===== src/rtl/branch_decide.sv =====
module branch_decide #(
  parameter int AW = 16,
  parameter int DW = 16
) (
  input  logic          clk,
  input  logic          rst_n,
  input  logic          in_valid,
  input  logic [15:0]   instr,
  input  logic          flag_n,
  input  logic          flag_z,
  input  logic          flag_c,
  input  logic [AW-1:0] ip_in,
  output logic [2:0]    rd_sel,
  input  logic [DW-1:0] rd_data,
  output logic          out_valid,
  output logic          not_branch,
  output logic          taken,
  output logic [AW-1:0] next_ip,
  output logic          wb_en,
  output logic [2:0]    wb_sel,
  output logic [DW-1:0] wb_data
);
  localparam int OFFW  = 9;
  localparam int LOFFW = 6;

  logic [2:0] sel;
  logic       is_br, is_loop, cond, take;
  logic [DW-1:0] dec;
  logic [AW-1:0] boff, loff, tgt;

  assign sel     = instr[11:9];
  assign is_br   = instr[15] && (instr[14:12] == 3'b000);
  assign is_loop = is_br && (sel == 3'd0);
  assign rd_sel  = instr[8:6];
  assign dec     = rd_data - {{(DW-1){1'b0}}, 1'b1};

  assign boff = {{(AW-OFFW-1){instr[OFFW-1]}}, instr[OFFW-1:0], 1'b0};
  assign loff = {{(AW-LOFFW-1){instr[LOFFW-1]}}, instr[LOFFW-1:0], 1'b0};
  assign tgt  = ip_in + (is_loop ? loff : boff);

  always_comb begin
    case (sel)
      3'd1:    cond = 1'b1;
      3'd2:    cond = flag_z;
      3'd3:    cond = !flag_z;
      3'd4:    cond = !flag_n;
      3'd5:    cond = flag_n;
      3'd6:    cond = flag_c;
      3'd7:    cond = !flag_c;
      default: cond = 1'b0;
    endcase
  end

  assign take = is_br && (is_loop ? (dec != '0) : cond);

  always_ff @(posedge clk) begin
    if (!rst_n) begin
      out_valid  <= 1'b0;
      not_branch <= 1'b0;
      taken      <= 1'b0;
      next_ip    <= '0;
      wb_en      <= 1'b0;
      wb_sel     <= '0;
      wb_data    <= '0;
    end else begin
      out_valid  <= in_valid;
      not_branch <= in_valid && !is_br;
      taken      <= in_valid && take;
      wb_en      <= in_valid && is_loop;
      if (in_valid) begin
        next_ip <= take ? tgt : ip_in;
        wb_sel  <= instr[8:6];
        wb_data <= dec;
      end
    end
  end
endmodule



===== config.mk =====
export PLATFORM = sky130hd
export DESIGN_NAME = branch_decide
export DESIGN_NICKNAME = d
export VERILOG_FILES = /design/src/rtl/branch_decide.sv
export SDC_FILE = /design/constraint.sdc
export NUM_CORES = 1
export LEC_CHECK = 0
export BUFFER_PORTS_ARGS = -buffer_cell sky130_fd_sc_hd__buf_2
export CORE_MARGIN = 5
export CORE_UTILIZATION = 35
export CTS_BUF_LIST = sky130_fd_sc_hd__clkbuf_4 sky130_fd_sc_hd__clkbuf_8 sky130_fd_sc_hd__clkbuf_16
export DETAILED_ROUTE_END_ITERATION = 10
export HOLD_SLACK_MARGIN = 0.05
export REMOVE_ABC_BUFFERS = 1
export SYNTH_ARGS = -nofsm -noshare
export SYNTH_HDL_FRONTEND = slang
export SYNTH_SLANG_ARGS = --single-unit
export TNS_END_PERCENT = 10

===== constraint.sdc =====
create_clock -name clk -period 5.7 [get_ports clk]
set_input_delay 1.14 -clock clk [delete_from_list [all_inputs] [get_ports clk]]
set_output_delay 1.14 -clock clk [all_outputs]
set_load 0.01 [all_outputs]

==> results of run 1 <==
[worst max-delay path, cell delays in order]
cell,delay [ns]
buf_2,0.09
nor4b_1,0.56
nand2_1,0.23
mux2_2,0.44
ha_1,0.38
nand3_1,0.12
a211oi_1,0.07
o31ai_1,0.46
mux2i_1,0.28
a31o_1,0.17
a31oi_1,0.07
[layer usage]
layer	GRT usage	routed length, µm	vias to the layer above
met5	0	0	-
met4	0.0420	78	0
met3	0.0418	506	8
met2	0.268	3430	76
met1	0.181	3230	1193
li1	-	-	1352
[cells in the mapped netlist (6+ instances only)]
library cell,n,area (µm²)
o211a_1,14,140
clkbuf_1,11,41.3
dfxtp_1,39,781
nor2b_1,6,37.5
inv_1,9,33.8
mux2i_1,18,180
nand3_1,8,40.0
nor2_1,16,60.1
xnor2_1,18,158
nor3_1,12,60.1
a21oi_1,20,100
o21ai_0,26,130
nor4b_1,6,52.6
ha_1,18,225
nand2_1,26,97.6
o31ai_1,6,45.0
[flip-flops by register name (all words and copies together), names as in the netlist]
signal,count
next_ip,16
wb_data,16
wb_sel,3
not_branch,1
out_valid,1
taken,1
wb_en,1
[how the worst min path moves through the flow]
stage / start / to / slack [ns] / cells after the start
finish: wb_data[15] / wb_data[15] / 0.48 / 1
CTS: wb_data[11] / wb_data[11] / 0.48 / 1
floorplan: wb_data[0] / wb_data[0] / 0.52 / 1
detailed placement: wb_data[11] / wb_data[11] / 0.46 / 1
global route: wb_data[15] / wb_data[15] / 0.50 / 1
global placement: wb_data[12] / wb_data[12] / 0.46 / 1
[final cells by class]
type	count	area (µm²)	area share
clock inverter	2	35.0	0.0104
multi-input combinational	256	1840	0.545
clock buffer	6	82.6	0.0245
tap	102	128	0.0379
sequential	39	781	0.232
timing repair buffer	95	475	0.141
inverter	9	33.8	0.0100
[logic make-up after synthesis]
logic type	Yosys count
compound gates	92
fa+ha+maj	19
mux	23
xor+xnor	22
flops	39
buf+inv	27
simple gates	100
[where the power goes]
group          total, mW  leakage, nW  switching [mW]  internal, mW
Clock              0.245       0.0612           0.103         0.142
Sequential         0.299        0.324         0.00795         0.291
Combinational      0.195         1.15           0.106        0.0883
Total              0.738         1.54           0.217         0.521
[stage by stage]
stage | power (mW) | hold slack, ns | instance area, µm² | util
floorplan | 0.420 | 0.519 | 2650 | -
global placement | 0.498 | 0.455 | 3250 | 0.423
detailed placement | 0.500 | 0.464 | 3250 | 0.423
CTS | 0.750 | 0.483 | 3370 | 0.438
global route | 0.792 | 0.500 | 3370 | 0.438
finish | 0.738 | 0.477 | 3370 | 0.438
==> run_results.csv, run 1 <==
group,metric,value,unit
clocking,clock-sinks,39,
flow_run,maxCapViolCount,0,
worst_setup_path,cp_max_fo,12,
clocking,htreeDepth,2,
worst_setup_path,regToRegEndpoint,"next_ip[2]",
timing,rsz0062_at_grt,"false",
synth,yosysUniqueCellTypes,51,
clocking,root_buffer,"clkbuf_8",
run_status,status,"complete, no violations",
clocking,tritoncts,"done",
clocking,cts_hold_buf,0,
timing,setup_tns,0,ns
placement,dp_hpwl,5480,µm
synth,ys_seq_area_frac,0.284,
timing,min_period,3.89,ns
timing,maxSlewHeadroom,0.265,
floorplan,die-area,9710,µm²
clocking,post_cts_buffers,0,
final_layout,final_cell_mix,"buf_2, dfxtp_1, nand2_1, o21ai_0, a21oi_1",
synth,postSynthCellCount,322,
synth,synth-seq-cells,39,
timing,layout_setup_ws,1.81,ns
floorplan,initial_utilization,0.357,
synth,synthArstFlopShare,0,
worst_setup_path,start_kind,"input pin",
power,leakage,1.54,nW
grt,grtUsageTotal,0.152,
clocking,cts_buffers,5,
worst_setup_path,crit_start,"instr[13]",
final_layout,drive_above_1_share,0.287,
floorplan,io_pins,96,
timing,clock_skew,0,ns
routing,ant_nets,0,
routing,dr.pass1.iters,4,
timing,worstMarginPinSlew,1.10,ns
worst_setup_path,cp-endpoint,"next_ip[15]",
power,power_density,219,nW/µm²
synth,synth_area,2750,µm²
routing,routed_wl,7240,µm
worst_setup_path,worstSetupPathType,"input pin to register",
synth,synth_adder_area_share,0.0893,
clocking,path_clk_slew,0.08,ns
placement,io_buffers,95,
clocking,ctsResizeCount,0,
grt,grt_pass1_vias,2633,
grt,grt_max_degree,68,
timing,setup_viol_count_final,0,
final_layout,layoutNonFillerInstCount,509,
synth,synth_top_family_by_area,"compound AO/OA/AOI/OAI gates",
floorplan,die_y,98.6,µm
final_layout,fill_cells,798,
worst_setup_path,rr_worst_depth,2,
clocking,clk_latency,0.29,ns
hold_path,hp-class,"register to register",
routing,drt_iter0_markers,99,
floorplan,die_w,98.6,µm
synth,synth_xor_area_frac,0.0702,
timing,min_period_over_period,0.682,
placement,post-place-ws,1.49,ns
final_layout,layout_commonest_cell,"buf_2",
worst_setup_path,arrival,4.02,ns
final_layout,nets,479,
worst_setup_path,r2r_slack,5.00,ns
worst_setup_path,required,5.83,ns
grt,grt_overflow,0,
floorplan,rows,32,
synth,syn_area_per_cell,8.53,µm²
routing,drcViolationCount,0,
timing,fmax,257,MHz
worst_setup_path,cp-end-kind,"register",
routing,vias,2629,
timing,hold_viol_final,0,
grt,grt_antenna_before_repair,0,
synth,synth_mux_area_frac,0.0875,
clocking,cts_buffer_depth,2,
timing,maxSlewViolCount,0,
placement,gp_congestion,0.842,
placement,dpl.cell_count,501,
synth,yosys.area_share.simple,0.195,
synth,synth_edf_count,0,
floorplan,core_area,7690,µm²
routing,avgRoutedWirePerCell,14.2,µm
final_layout,antennaDiodeCount,0,
power,ir_worst_vdd,0.103,mV
synth,synth_compound_area_frac,0.227,
grt,grt_pass1_wl,12300,µm
final_layout,syn_to_final_growth,22.8,%
routing,avgViaCountPerCell,5.17,
synth,ys.flop_type,"dfxtp_1",
synth,ys.warnings.count,0,
worst_setup_path,reg2reg_from,"next_ip[2]",
(Power assumes the default switching activity.)
==> inputs of run 2 (changes only) <==
==> constraint.sdc (replaced) <==
create_clock -name clk -period 3.85 [get_ports clk]
set_input_delay 0.77 -clock clk [delete_from_list [all_inputs] [get_ports clk]]
set_output_delay 0.77 -clock clk [all_outputs]
set_load 0.01 [all_outputs]
==> run 2 against run 1 <==
Register-to-register slack worse by 1.8 ns. Final cell count is 0.98% higher. Critical path type unchanged. Hold slack better by 0.0026 ns. Die area stayed put.
==> run_results.csv, run 2 (synthesized netlist as in run 1, its figures left out) <==
group,metric,value,unit
grt,grt_overflow,0,
clocking,htreeDepth,2,
routing,avgRoutedWirePerCell,14.1,µm
clocking,root_buffer,"clkbuf_8",
floorplan,die-area,9710,µm²
final_layout,reg_top3,"next_ip (16), wb_data (16), wb_sel (3)",
floorplan,rows,32,
timing,hold_viol_final,0,
clocking,clk_latency,0.28,ns
timing,fmax,306,MHz
clocking,cts_hold_buf,0,
clocking,ctsResizeCount,0,
grt,grt_pass1_wl,11900,µm
timing,clock_skew,0,ns
worst_setup_path,cp-endpoint,"next_ip[2]",
clocking,clock-sinks,39,
routing,wl_met1,3200,µm
floorplan,die_y,98.6,µm
routing,dr.max_layer_used,"met5",
routing,vias,2680,
routing,drcViolationCount,0,
hold_path,hp-class,"register to register",
final_layout,layoutNonFillerInstCount,514,
worst_setup_path,rr_worst_depth,2,
worst_setup_path,regToRegEndpoint,"next_ip[2]",
worst_setup_path,cp_cell_sequence,"buf_2, inv_1, ha_1, or3b_2, nor4b_1, o211ai_1, a222oi_1, a21oi_4, mux2_4, a21oi_2",
final_layout,syn_to_final_growth,24.8,%
run_status,status,"complete, no violations",
worst_setup_path,cp_max_fo,18,
final_layout,multi_input_area,1840,µm²
clocking,cts_buffers,5,
floorplan,initial_utilization,0.357,
placement,io_buffers,95,
placement,dpl.cell_count,506,
power,leakage,1.57,nW
routing,drt_iter0_markers,53,
clocking,tritoncts,"done",
worst_setup_path,crit_start,"rd_data[1]",
final_layout,seqCellArea,781,µm²
timing,min_period_over_period,0.850,
flow_run,maxCapViolCount,0,
timing,setup_tns,0,ns
worst_setup_path,reg2reg_from,"next_ip[2]",
final_layout,nets,484,
worst_setup_path,max_stage_delay,0.55,ns
grt,grtUsageTotal,0.147,
timing,setup_viol_count_final,0,
routing,wl_met3,506,µm
final_layout,fill_cells,818,
final_layout,drive_above_1_share,0.296,
clocking,path_clk_slew,0.08,ns
clocking,cts_buffer_depth,2,
grt,grt_antenna_before_repair,1,
power,ir_worst_vdd,0.196,mV
grt,grt_max_degree,52,
final_layout,final_core_util,0.446,
routing,routed_wl,7230,µm
timing,maxSlewViolCount,0,
worst_setup_path,arrival,3.50,ns
routing,dr.pass1.iters,4,
final_layout,antennaDiodeCount,0,
worst_setup_path,cp-end-kind,"register",
routing,avgViaCountPerCell,5.21,
timing,worstMarginPinSlew,0.870,ns
timing,rsz0062_at_grt,"false",
placement,gp_congestion,0.847,
final_layout,final_cell_mix,"buf_2, dfxtp_1, nand2_1, o21ai_0, a21oi_1",
grt,grt_pass1_vias,2588,
floorplan,io_pins,96,
power,power,1.15,mW
worst_setup_path,required,4.08,ns
timing,maxSlewHeadroom,0.420,
floorplan,core_area,7690,µm²
placement,dp_hpwl,5610,µm
worst_setup_path,r2r_slack,3.16,ns
timing,min_period,3.27,ns
clocking,post_cts_buffers,0,
final_layout,final_cell_area,3430,µm²
worst_setup_path,cp_slowest_cell,"a222oi_1",
worst_setup_path,worstSetupPathType,"input pin to register",
routing,wl_met2,3440,µm
power,power_density,335,nW/µm²
worst_setup_path,start_kind,"input pin",
routing,ant_nets,0,
floorplan,die_w,98.6,µm
final_layout,layout_commonest_cell,"buf_2",
placement,placed_area,3290,µm²
-- run 2: changes by cell type in the layout (fill, tap and decap cells not counted) --
cell	change
buf_4	+5
bufinv_16	+1
clkbuf_4	+1
clkbuf_8	-1
clkinv_2	-1
-- run 2: cell type report --
| type | instances | share of cell area |
|---|---|---|
| Clock buffer | 6 | 0.0223 |
| Clock inverter | 2 | 0.0175 |
| Inverter | 9 | 0.00986 |
| Multi-Input combinational cell | 256 | 0.536 |
| Sequential cell | 39 | 0.228 |
| Tap cell | 102 | 0.0372 |
| Timing Repair Buffer | 100 | 0.150 |
-- run 2: routing by layer --
metal | global-route usage | vias to the layer above
met5 | 0 | -
met1 | 0.177 | 1228
met2 | 0.253 | 74
met4 | 0.0347 | 2
li1 | - | 1365
met3 | 0.0467 | 11
-- run 2: critical path, delay by kind of cell --
| family | cells | cell delay [ns] |
|---|---|---|
| multiplexers | 1 | 0.38 |
| adder cells (fa/ha/maj) | 1 | 0.23 |
| AO/OA/AOI/OAI | 4 | 1.12 |
| AND/OR/NAND/NOR | 2 | 0.79 |
| buffers and inverters | 2 | 0.21 |
-- run 2: worst min path at each step --
stage	from	endpoint	slack, ns	cells past startpoint
CTS	wb_data[10]	wb_data[10]	0.48	1
global route	wb_data[1]	wb_data[1]	0.49	1
detailed placement	wb_data[10]	wb_data[10]	0.46	1
finish	wb_data[1]	wb_data[1]	0.48	1
floorplan	wb_data[0]	wb_data[0]	0.52	1
global placement	wb_data[12]	wb_data[12]	0.45	1
-- run 2: per-stage QoR --
step / hold WS, ns / setup WS, ns
after detailed placement: 0.463 / 0.266
after global routing: 0.493 / 0.272
final: 0.480 / 0.578
after CTS: 0.483 / 0.571
after global placement: 0.455 / 0.325
after floorplan: 0.519 / 0.583
-- run 2: where the power goes --
group	internal [mW]	switching [mW]	leakage, nW
registers	0.430	0.0119	0.324
logic	0.133	0.158	1.18
clock network	0.266	0.149	0.0688
total	0.829	0.319	1.57
